$ cat config.mk
export PLATFORM = sky130hd
export DESIGN_NAME = dma_xfer_ctrl
export DESIGN_NICKNAME = d
export VERILOG_FILES = /design/src/rtl/dma_pkg.sv /design/src/rtl/dma_addr_gen.sv /design/src/rtl/dma_seq_fsm.sv /design/src/rtl/dma_bus_drive.sv /design/src/rtl/dma_xfer_ctrl.sv
export SDC_FILE = /design/constraint.sdc
export NUM_CORES = 1
export LEC_CHECK = 0
export ABC_AREA = 0
export CORE_MARGIN = 2
export CORE_UTILIZATION = 25
export CTS_BUF_LIST = sky130_fd_sc_hd__clkbuf_8
export DETAILED_ROUTE_END_ITERATION = 16
export GPL_ROUTABILITY_DRIVEN = 0
export HOLD_SLACK_MARGIN = 0.03
export PLACE_DENSITY_LB_ADDON = 0.3
export SLEW_MARGIN = 20
export SYNTH_ARGS = -nofsm -noshare
export SYNTH_HDL_FRONTEND = slang
export SYNTH_HIERARCHICAL = 1
export SYNTH_SLANG_ARGS = --single-unit
$ cat constraint.sdc
create_clock -name clk -period 4.1 [get_ports clk]
set_input_delay 0.41 -clock clk [delete_from_list [all_inputs] [get_ports clk]]
set_output_delay 0.41 -clock clk [all_outputs]
set_load 0.05 [all_outputs]
$ cat src/rtl/dma_pkg.sv
package dma_pkg;
  typedef enum logic [1:0] {
    XM_SINGLE = 2'd0,
    XM_DEMAND = 2'd1,
    XM_BLOCK  = 2'd2
  } xfer_mode_e;

  typedef enum logic [2:0] {
    S_IDLE,
    S_ARM,
    S_REQ,
    S_RD,
    S_WR,
    S_FLY,
    S_REL
  } seq_state_e;
endpackage

$ cat src/rtl/dma_addr_gen.sv
module dma_addr_gen #(
  parameter int AW = 16,
  parameter int CW = 12
) (
  input  logic          clk,
  input  logic          rst_n,
  input  logic          load,
  input  logic          step,
  input  logic [AW-1:0] cfg_src,
  input  logic [AW-1:0] cfg_dst,
  input  logic [CW-1:0] cfg_cnt,
  output logic [AW-1:0] src,
  output logic [AW-1:0] dst,
  output logic          last
);
  localparam logic [CW-1:0] ONE = CW'(1);

  logic [CW-1:0] cnt;

  always_ff @(posedge clk or negedge rst_n) begin
    if (!rst_n) begin
      src <= '0;
      dst <= '0;
      cnt <= '0;
    end else if (load) begin
      src <= cfg_src;
      dst <= cfg_dst;
      cnt <= cfg_cnt;
    end else if (step) begin
      src <= src + 1'b1;
      dst <= dst + 1'b1;
      cnt <= cnt - ONE;
    end
  end

  assign last = (cnt == ONE);
endmodule

$ cat src/rtl/dma_seq_fsm.sv
module dma_seq_fsm
  import dma_pkg::*;
(
  input  logic       clk,
  input  logic       rst_n,
  input  logic       start,
  input  logic       cfg_ok,
  input  logic [1:0] cfg_mode,
  input  logic       cfg_flyby,
  input  logic       cfg_src_mem,
  input  logic       cfg_dst_mem,
  input  logic       dreq,
  input  logic       hold_ack,
  input  logic       last,
  output seq_state_e st,
  output logic       load,
  output logic       step,
  output logic       hold_req,
  output logic       smem_q,
  output logic       done,
  output logic       err
);
  seq_state_e nxt;
  logic [1:0] mode_q;
  logic       fly_q, dmem_q, fin_q;
  logic       ready;
  seq_state_e xfer_st;

  assign ready   = (smem_q && dmem_q) || dreq;
  assign xfer_st = fly_q ? S_FLY : S_RD;

  always_comb begin
    nxt  = st;
    load = 1'b0;
    step = 1'b0;
    unique case (st)
      S_IDLE: if (start && cfg_ok) begin
        load = 1'b1;
        nxt  = S_ARM;
      end
      S_ARM: if (ready) nxt = S_REQ;
      S_REQ: if (hold_ack) nxt = xfer_st;
      S_RD:  nxt = S_WR;
      S_WR, S_FLY: begin
        step = 1'b1;
        if (last)                    nxt = S_REL;
        else if (mode_q == XM_SINGLE) nxt = S_REL;
        else if (mode_q == XM_DEMAND) nxt = dreq ? xfer_st : S_REL;
        else                         nxt = xfer_st;
      end
      S_REL: if (!hold_ack) nxt = fin_q ? S_IDLE : S_ARM;
      default: nxt = S_IDLE;
    endcase
  end

  always_ff @(posedge clk or negedge rst_n) begin
    if (!rst_n) begin
      st     <= S_IDLE;
      mode_q <= 2'd0;
      fly_q  <= 1'b0;
      smem_q <= 1'b0;
      dmem_q <= 1'b0;
      fin_q  <= 1'b0;
      done   <= 1'b0;
      err    <= 1'b0;
    end else begin
      st   <= nxt;
      done <= step && last;
      err  <= (st == S_IDLE) && start && !cfg_ok;
      if (load) begin
        mode_q <= cfg_mode;
        fly_q  <= cfg_flyby;
        smem_q <= cfg_src_mem;
        dmem_q <= cfg_dst_mem;
        fin_q  <= 1'b0;
      end else if (step && last) begin
        fin_q <= 1'b1;
      end
    end
  end

  assign hold_req = (st == S_REQ) || (st == S_RD) || (st == S_WR) || (st == S_FLY);
endmodule

$ cat src/rtl/dma_bus_drive.sv
module dma_bus_drive
  import dma_pkg::*;
#(
  parameter int AW = 16,
  parameter int DW = 8
) (
  input  logic          clk,
  input  logic          rst_n,
  input  seq_state_e    st,
  input  logic [AW-1:0] src,
  input  logic [AW-1:0] dst,
  input  logic          smem_q,
  input  logic [DW-1:0] rd_data,
  output logic [AW-1:0] bus_addr,
  output logic          rd_stb,
  output logic          wr_stb,
  output logic [DW-1:0] wr_data
);
  always_comb begin
    bus_addr = '0;
    rd_stb   = 1'b0;
    wr_stb   = 1'b0;
    unique case (st)
      S_RD: begin
        bus_addr = src;
        rd_stb   = 1'b1;
      end
      S_WR: begin
        bus_addr = dst;
        wr_stb   = 1'b1;
      end
      S_FLY: begin
        bus_addr = smem_q ? src : dst;
        rd_stb   = 1'b1;
        wr_stb   = 1'b1;
      end
      default: ;
    endcase
  end

  always_ff @(posedge clk or negedge rst_n) begin
    if (!rst_n)          wr_data <= '0;
    else if (st == S_RD) wr_data <= rd_data;
  end
endmodule

$ cat src/rtl/dma_xfer_ctrl.sv
module dma_xfer_ctrl
  import dma_pkg::*;
#(
  parameter int AW = 16,
  parameter int DW = 8,
  parameter int CW = 12
) (
  input  logic          clk,
  input  logic          rst_n,
  input  logic          start,
  input  logic [AW-1:0] cfg_src_addr,
  input  logic [AW-1:0] cfg_dst_addr,
  input  logic [CW-1:0] cfg_count,
  input  logic [1:0]    cfg_mode,
  input  logic          cfg_flyby,
  input  logic          cfg_src_mem,
  input  logic          cfg_dst_mem,
  input  logic          dreq,
  input  logic          hold_ack,
  input  logic [DW-1:0] rd_data,
  output logic          hold_req,
  output logic [AW-1:0] bus_addr,
  output logic          rd_stb,
  output logic          wr_stb,
  output logic [DW-1:0] wr_data,
  output logic          irq_inhibit,
  output logic          busy,
  output logic          done,
  output logic          cfg_err
);
  seq_state_e    st;
  logic          load, step, last, smem_q, cfg_ok;
  logic [AW-1:0] src, dst;

  assign cfg_ok = (cfg_count != '0) && !(cfg_flyby && cfg_src_mem && cfg_dst_mem);

  dma_addr_gen #(.AW(AW), .CW(CW)) u_addr (
    .clk     (clk),
    .rst_n   (rst_n),
    .load    (load),
    .step    (step),
    .cfg_src (cfg_src_addr),
    .cfg_dst (cfg_dst_addr),
    .cfg_cnt (cfg_count),
    .src     (src),
    .dst     (dst),
    .last    (last)
  );

  dma_seq_fsm u_fsm (
    .clk         (clk),
    .rst_n       (rst_n),
    .start       (start),
    .cfg_ok      (cfg_ok),
    .cfg_mode    (cfg_mode),
    .cfg_flyby   (cfg_flyby),
    .cfg_src_mem (cfg_src_mem),
    .cfg_dst_mem (cfg_dst_mem),
    .dreq        (dreq),
    .hold_ack    (hold_ack),
    .last        (last),
    .st          (st),
    .load        (load),
    .step        (step),
    .hold_req    (hold_req),
    .smem_q      (smem_q),
    .done        (done),
    .err         (cfg_err)
  );

  dma_bus_drive #(.AW(AW), .DW(DW)) u_bus (
    .clk      (clk),
    .rst_n    (rst_n),
    .st       (st),
    .src      (src),
    .dst      (dst),
    .smem_q   (smem_q),
    .rd_data  (rd_data),
    .bus_addr (bus_addr),
    .rd_stb   (rd_stb),
    .wr_stb   (wr_stb),
    .wr_data  (wr_data)
  );

  assign irq_inhibit = hold_req | hold_ack;
  assign busy        = (st != S_IDLE);
endmodule

; Yosys cells after proc, flatten, opt, wreduce, memory -nomap -nowiden
; Index checks and enable logic that the tools add are counted.
[word_totals]
out_inout_bits = 31
word_cells = 76
register_bits = 63
[op_classes]
add_sub_neg = 3
bitwise_logic = 1
reduce_logical = 23
n_eq_ne = 12
muxes = 25
[op_table]
columns = cell, count
row1 = 16-bit two-way mux, 5
row2 = 16-bit case mux with 3 select lines, 1
row3 = 16-bit by 1-bit adder with 16-bit output (second input constant), 2
row4 = 3-bit two-way mux, 9
row5 = 12-bit two-way mux, 2
row6 = 3-bit case mux with 6 select lines, 1
row7 = 12-bit by 1-bit == test with 1-bit output (second input constant), 1
row8 = 12-bit nonzero test, 1
row9 = 12-bit by 1-bit subtractor with 12-bit output (second input constant), 1
row10 = 3-bit == test (second input constant), 3
row11 = 1-bit logical AND, 8
row12 = 1-bit two-way mux, 7
row13 = 3-bit by 2-bit == test with 1-bit output (second input constant), 2
row14 = 1-bit logical OR, 4
row15 = 2-bit by 1-bit inequality test with 1-bit output (second input constant), 2
row16 = 2-bit inequality test (second input constant), 2
row17 = 4-bit AND reduction, 1
row18 = 2-bit nonzero test, 2
row19 = 2-bit OR reduction, 2
row20 = 3-bit by 1-bit == test with 1-bit output (second input constant), 1
row21 = 3-bit zero test, 1
row22 = 3-bit nonzero test, 1
row23 = 2-bit by 1-bit == test with 1-bit output (second input constant), 1
row24 = 1-bit zero test, 2
row25 = 2 further kinds, 2

; Logic depth before layout (Yosys ltp)
[logic_depth]
word_depth = 8
mapped_depth = 9

; Modules after synthesis
; Netlist, hierarchy kept.
[modules_own_cells]
columns = mod, area_per_inst_um2, seq_area_each_um2, n_inst, cells_per_inst
row1 = dma_addr_gen, 2411.1, 1101.1, 1, 269
row2 = dma_seq_fsm, 565.5, 275.3, 1, 63
row3 = dma_bus_drive, 536.8, 200.2, 1, 45
row4 = dma_xfer_ctrl, 56.3, 0.0, 1, 7

; Worst setup path after synthesis
; OpenSTA, ideal clock, no wires.
[synth_timing]
path_kind = register to output
start = register u_fsm.st[2]
end = output port rd_stb
t_arrival_ns = 1.793
t_required_ns = 3.690
path_stages_with_launch = 3
slack_ns = 1.897
path_cell_list = dfrtp_1 -> nand2b_1 -> a21boi_0
[synth_between]
elab_chain_len = 3
word_cells_on_any_way = 4
classes_between = 2 x eq/ne / 1 x mux / 1 x reduce/logical
[synth_rtl]
columns = item, line_no
row1 = "start, declared", dma_seq_fsm.sv:15  ; output seq_state_e st,
row2 = "start signal, assigned", dma_seq_fsm.sv:67  ; st <= nxt;
row3 = 3-bit == test or 3-bit by 2-bit == test with 1-bit output (tied branches), dma_bus_drive.sv:23  ; unique case (st)
row4 = 2-bit OR reduction (no source line) (*), n/a
row5 = 1-bit two-way mux (*), dma_bus_drive.sv:23
row6 = "end, declared", dma_xfer_ctrl.sv:23  ; output logic rd_stb,
; Mark *: on every way between the ends. The rest lies on a longest branch, timed or not.

; Final worst setup path
[layout_timing]
start = register u_fsm.st[2]
end = output port bus_addr[5]
[layout_between]
elab_chain_len = 2
word_cells_on_any_way = 4
classes_between = 3 x eq/ne / 1 x mux
[layout_rtl]
columns = item, line_no
row1 = 3-bit == test or 3-bit by 2-bit == test with 1-bit output (tied branches), dma_bus_drive.sv:23
row2 = 16-bit case mux with 3 select lines (*), dma_bus_drive.sv:23
row3 = "end, declared", dma_xfer_ctrl.sv:22  ; output logic [AW-1:0] bus_addr,
; Marks and branches as above.

==> results.cfg <==
[synthesis]
synth_compound_area_frac = 0.137
synth_top_family_by_area = simple AND/OR/NAND/NOR gates
synth_edf_count = 0
synthSimpleGateAreaFrac = 0.227
syn-cell-area_um2 = 3570
synthArstFlopShare = 1.00
syn_avg_cell_area_um2 = 9.30
synth_seq_cells = 63
synth_warnings = 6
synth_seq_area_share = 0.442
synth_cell_types = 52
synth-main-ff-cell = dfrtp_1
synthAdderAreaFrac = 0.0245
synthMuxAreaShare = 0.0428
netlist_instances = 384
synth-xor-area-share = 0.0932
syn-num-nets = 453

[global_routing]
grt_use_total = 0.135
grt_first_pass_wirelength_mm = 15.9
grt_pass1_vias = 3254
grt_max_degree = 60
gr-total-overflow = 0
antenna_found_initial = 0

[detailed_routing]
highest_layer = met4
drt-wirelength-per-cell_um = 15.0
wl_met3_um = 454
wl_met2_mm = 4.79
met1_length_mm = 4.55
via_per_inst = 4.76
ant_nets = 0
drt_wl_total_mm = 9.93
drc = 0
drt_iter0_drc = 160
vias = 3144
first_pass_iters = 4

[sta]
fin_crit_ns = 3.26
slew_headroom = 0.342
worst_pin_slew_ns = 0.973
drv_slew = 0
finalHoldViolCount = 0
post-route-period-util = 0.796
rsz0062_at_grt = no
timing.hold.ws_ns = 0.0814
skew_ns = 0.0178
finalSetupViolations = 0
setup-tns-final_ns = 0
max_clock_freq_mhz = 306

[floorplanning]
die_w_um = 123
start_util = 0.256
dieArea_um2 = 15300
rows = 43
pin_count = 93
coreArea_um2 = 13900
die_height_um = 123

[finish]
syn_to_final_growth_pct = 36.0
drive_gt1_frac = 0.0748
nets = 545
num_antenna_cells = 0

[worst_setup_path]
startpoint_type = flop
cp.arrival_ns = 2.85
cp_max_fo = 15
r2r_cells = 6
slowest_stage = clkdlybuf4s50_1
path_cells = nand3b_1 -> o21ai_4 -> a22o_1 -> clkdlybuf4s50_1
critPathBufInv = 1
max_stage_delay_ns = 0.81
worstPathRequired_ns = 3.69
path_class = reg -> out
cp.depth = 4
critPathTopFamily = buffers and inverters
crit_path_end_kind = output port

[run]
cap_violations = 0

[placed_design]
io_buffers = 92
hpwlAfterDp_mm = 7.31

[min_path]
hold_path_class = in -> async

[cts]
worstSkewPairLatency_ns = 0.34
ctsHtreeMaxLevel = 3
post_cts_resized = 0
ctsHoldBuffers = 0
cts_setup_buffers = 0
cts_buffers = 9
cts_tree = done
root_buffer = clkbuf_8
cts_sinks = 63
cts_max_path_buffers = 2
clk_transition_reported_paths_ns = 0.08

[power]
power_per_cell_area_nw_per_um2 = 755
peakVddDrop_uv = 283
p_sw_mw = 1.73
clkPwrFrac = 0.148
p_seq_frac = 0.351
p_leak_nw = 1.85
power.internal_mw = 1.94
combPwrFrac = 0.501
switching_share = 0.472

[run_status]
status = complete, no violations
cells by family after synthesis:
kind of cell             count (synthesis)
AO/OA/AOI/OAI                           78
XOR/XNOR                                38
adder cells (fa/ha/maj)                  7
buffers and inverters                   27
flip-flops                              63
multiplexers                            14
AND/OR/NAND/NOR                        157
worst reg2reg max path, cell delays in order (launching register included):
cell and delay [ns]:
dfrtp_1 0.59, ha_1 0.39, buf_4 0.33, nand4_1 0.33
nor4_1 0.47, xor2_1 0.11, mux2_2 0.28
layout by cell type (no fill, tap or decap), types with 3 or more instances in the layout:
cell / netlist / layout
a22o_1: 15 / 15
buf_4: 0 / 4
xor2_1: 17 / 17
a31oi_1: 4 / 4
nand3_1: 13 / 13
inv_1: 12 / 13
o21ai_1: 3 / 3
mux2_1: 3 / 3
nor3_1: 7 / 7
dfrtp_1: 63 / 63
clkbuf_8: 0 / 10
or3_1: 3 / 3
mux2_2: 7 / 7
xnor2_1: 21 / 21
and3_1: 4 / 4
mux2i_1: 4 / 4
nand2_1: 75 / 75
clkinv_2: 0 / 3
ha_1: 7 / 7
nor4_1: 13 / 13
nand4_1: 9 / 9
clkdlybuf4s50_1: 0 / 91
o21ai_0: 44 / 44
nor2_1: 11 / 11
flip-flops by register name, indices dropped and copies added (netlist names):
signal and cells:
u_addr/cnt 12, u_addr/dst 16, u_addr/src 16, u_bus/wr_data 8, u_fsm/dmem_q 1, u_fsm/done 1
u_fsm/err 1, u_fsm/fin_q 1, u_fsm/fly_q 1, u_fsm/mode_q 2, u_fsm/smem_q 1, u_fsm/st 3
power groups by stage:
stage | sequential (mW) | combinational [mW] | clock [mW]
floorplan | 1.34 | 1.19 | 0
global placement | 1.29 | 1.81 | 0
detailed placement | 1.30 | 1.85 | 0
CTS | 1.29 | 1.85 | 0.559
global route | 1.34 | 2.02 | 0.590
finish | 1.29 | 1.84 | 0.541
synth_stat cells, types with 2 or more instances:
cell	count	area, µm²
a31oi_1	4	25.0
a21oi_1	2	10.0
buf_2	2	10.0
mux2i_1	4	40.0
nor2b_1	2	12.5
a22oi_1	2	15.0
mux2_1	3	33.8
or4_1	2	15.0
dfrtp_1	63	1580
nand2_1	75	282
nor3_1	7	35.0
buf_6	2	22.5
nand3_1	13	65.1
inv_1	12	45.0
clkbuf_1	9	33.8
nand4_1	9	56.3
nand3b_1	2	15.0
or3_1	3	18.8
o21ai_1	3	15.0
and4_1	2	17.5
a22o_1	15	131
nor2_1	11	41.3
ha_1	7	87.6
mux2_2	7	78.8
xnor2_1	21	184
nor4_1	13	81.3
o21ai_0	44	220
xor2_1	17	149
nor4_2	2	25.0
and3_1	4	25.0
metal layers:
| metal | GRT usage | up-vias |
|---|---|---|
| met4 | 0.0426 | 0 |
| met2 | 0.225 | 92 |
| met1 | 0.175 | 1501 |
| met3 | 0.0272 | 10 |
| met5 | 0 | - |
| li1 | - | 1541 |
per-stage QoR:
step           setup WS (ns)   util  power (mW)  instances  instance area, µm²
2_1_floorplan           1.90      -        2.53        384                3570
3_3_place_gp            1.21  0.335        3.11        645                4660
3_5_place_dp            1.14  0.335        3.15        645                4660
4_1_cts                0.790  0.348        3.70        661                4850
5_1_grt                0.686  0.348        3.94        661                4860
6_report               0.837  0.348        3.66        661                4860
final cells by class:
type,count,area [µm²]
multi-input cells,294,1870
fillers,1413,9080
well taps,180,225
inverters,13,48.8
flip-flops and latches,63,1580
clock inverters,6,52.6
clock buffers,10,138
repair buffers,95,941
worst paths after layout:
kind | start | to | slack, ns
max in group asynchronous | rst_n | u_addr/dst[10]$_DFFE_PN0P_ | 3.32
min in group clk | u_fsm/mode_q[0]$_DFFE_PN0P_ | u_fsm/mode_q[0]$_DFFE_PN0P_ | 0.49
min reg2reg | u_fsm/mode_q[0]$_DFFE_PN0P_ | u_fsm/mode_q[0]$_DFFE_PN0P_ | 0.49
min | rst_n | u_fsm/err$_DFF_PN0_ | 0.08
max | u_fsm/st[2]$_DFFE_PN0P_ | bus_addr[5] | 0.84
max reg2reg | u_fsm/st[2]$_DFFE_PN0P_ | u_addr/src[13]$_DFFE_PN0P_ | 1.49
Note: power is estimated with default switching activity, not from simulation.
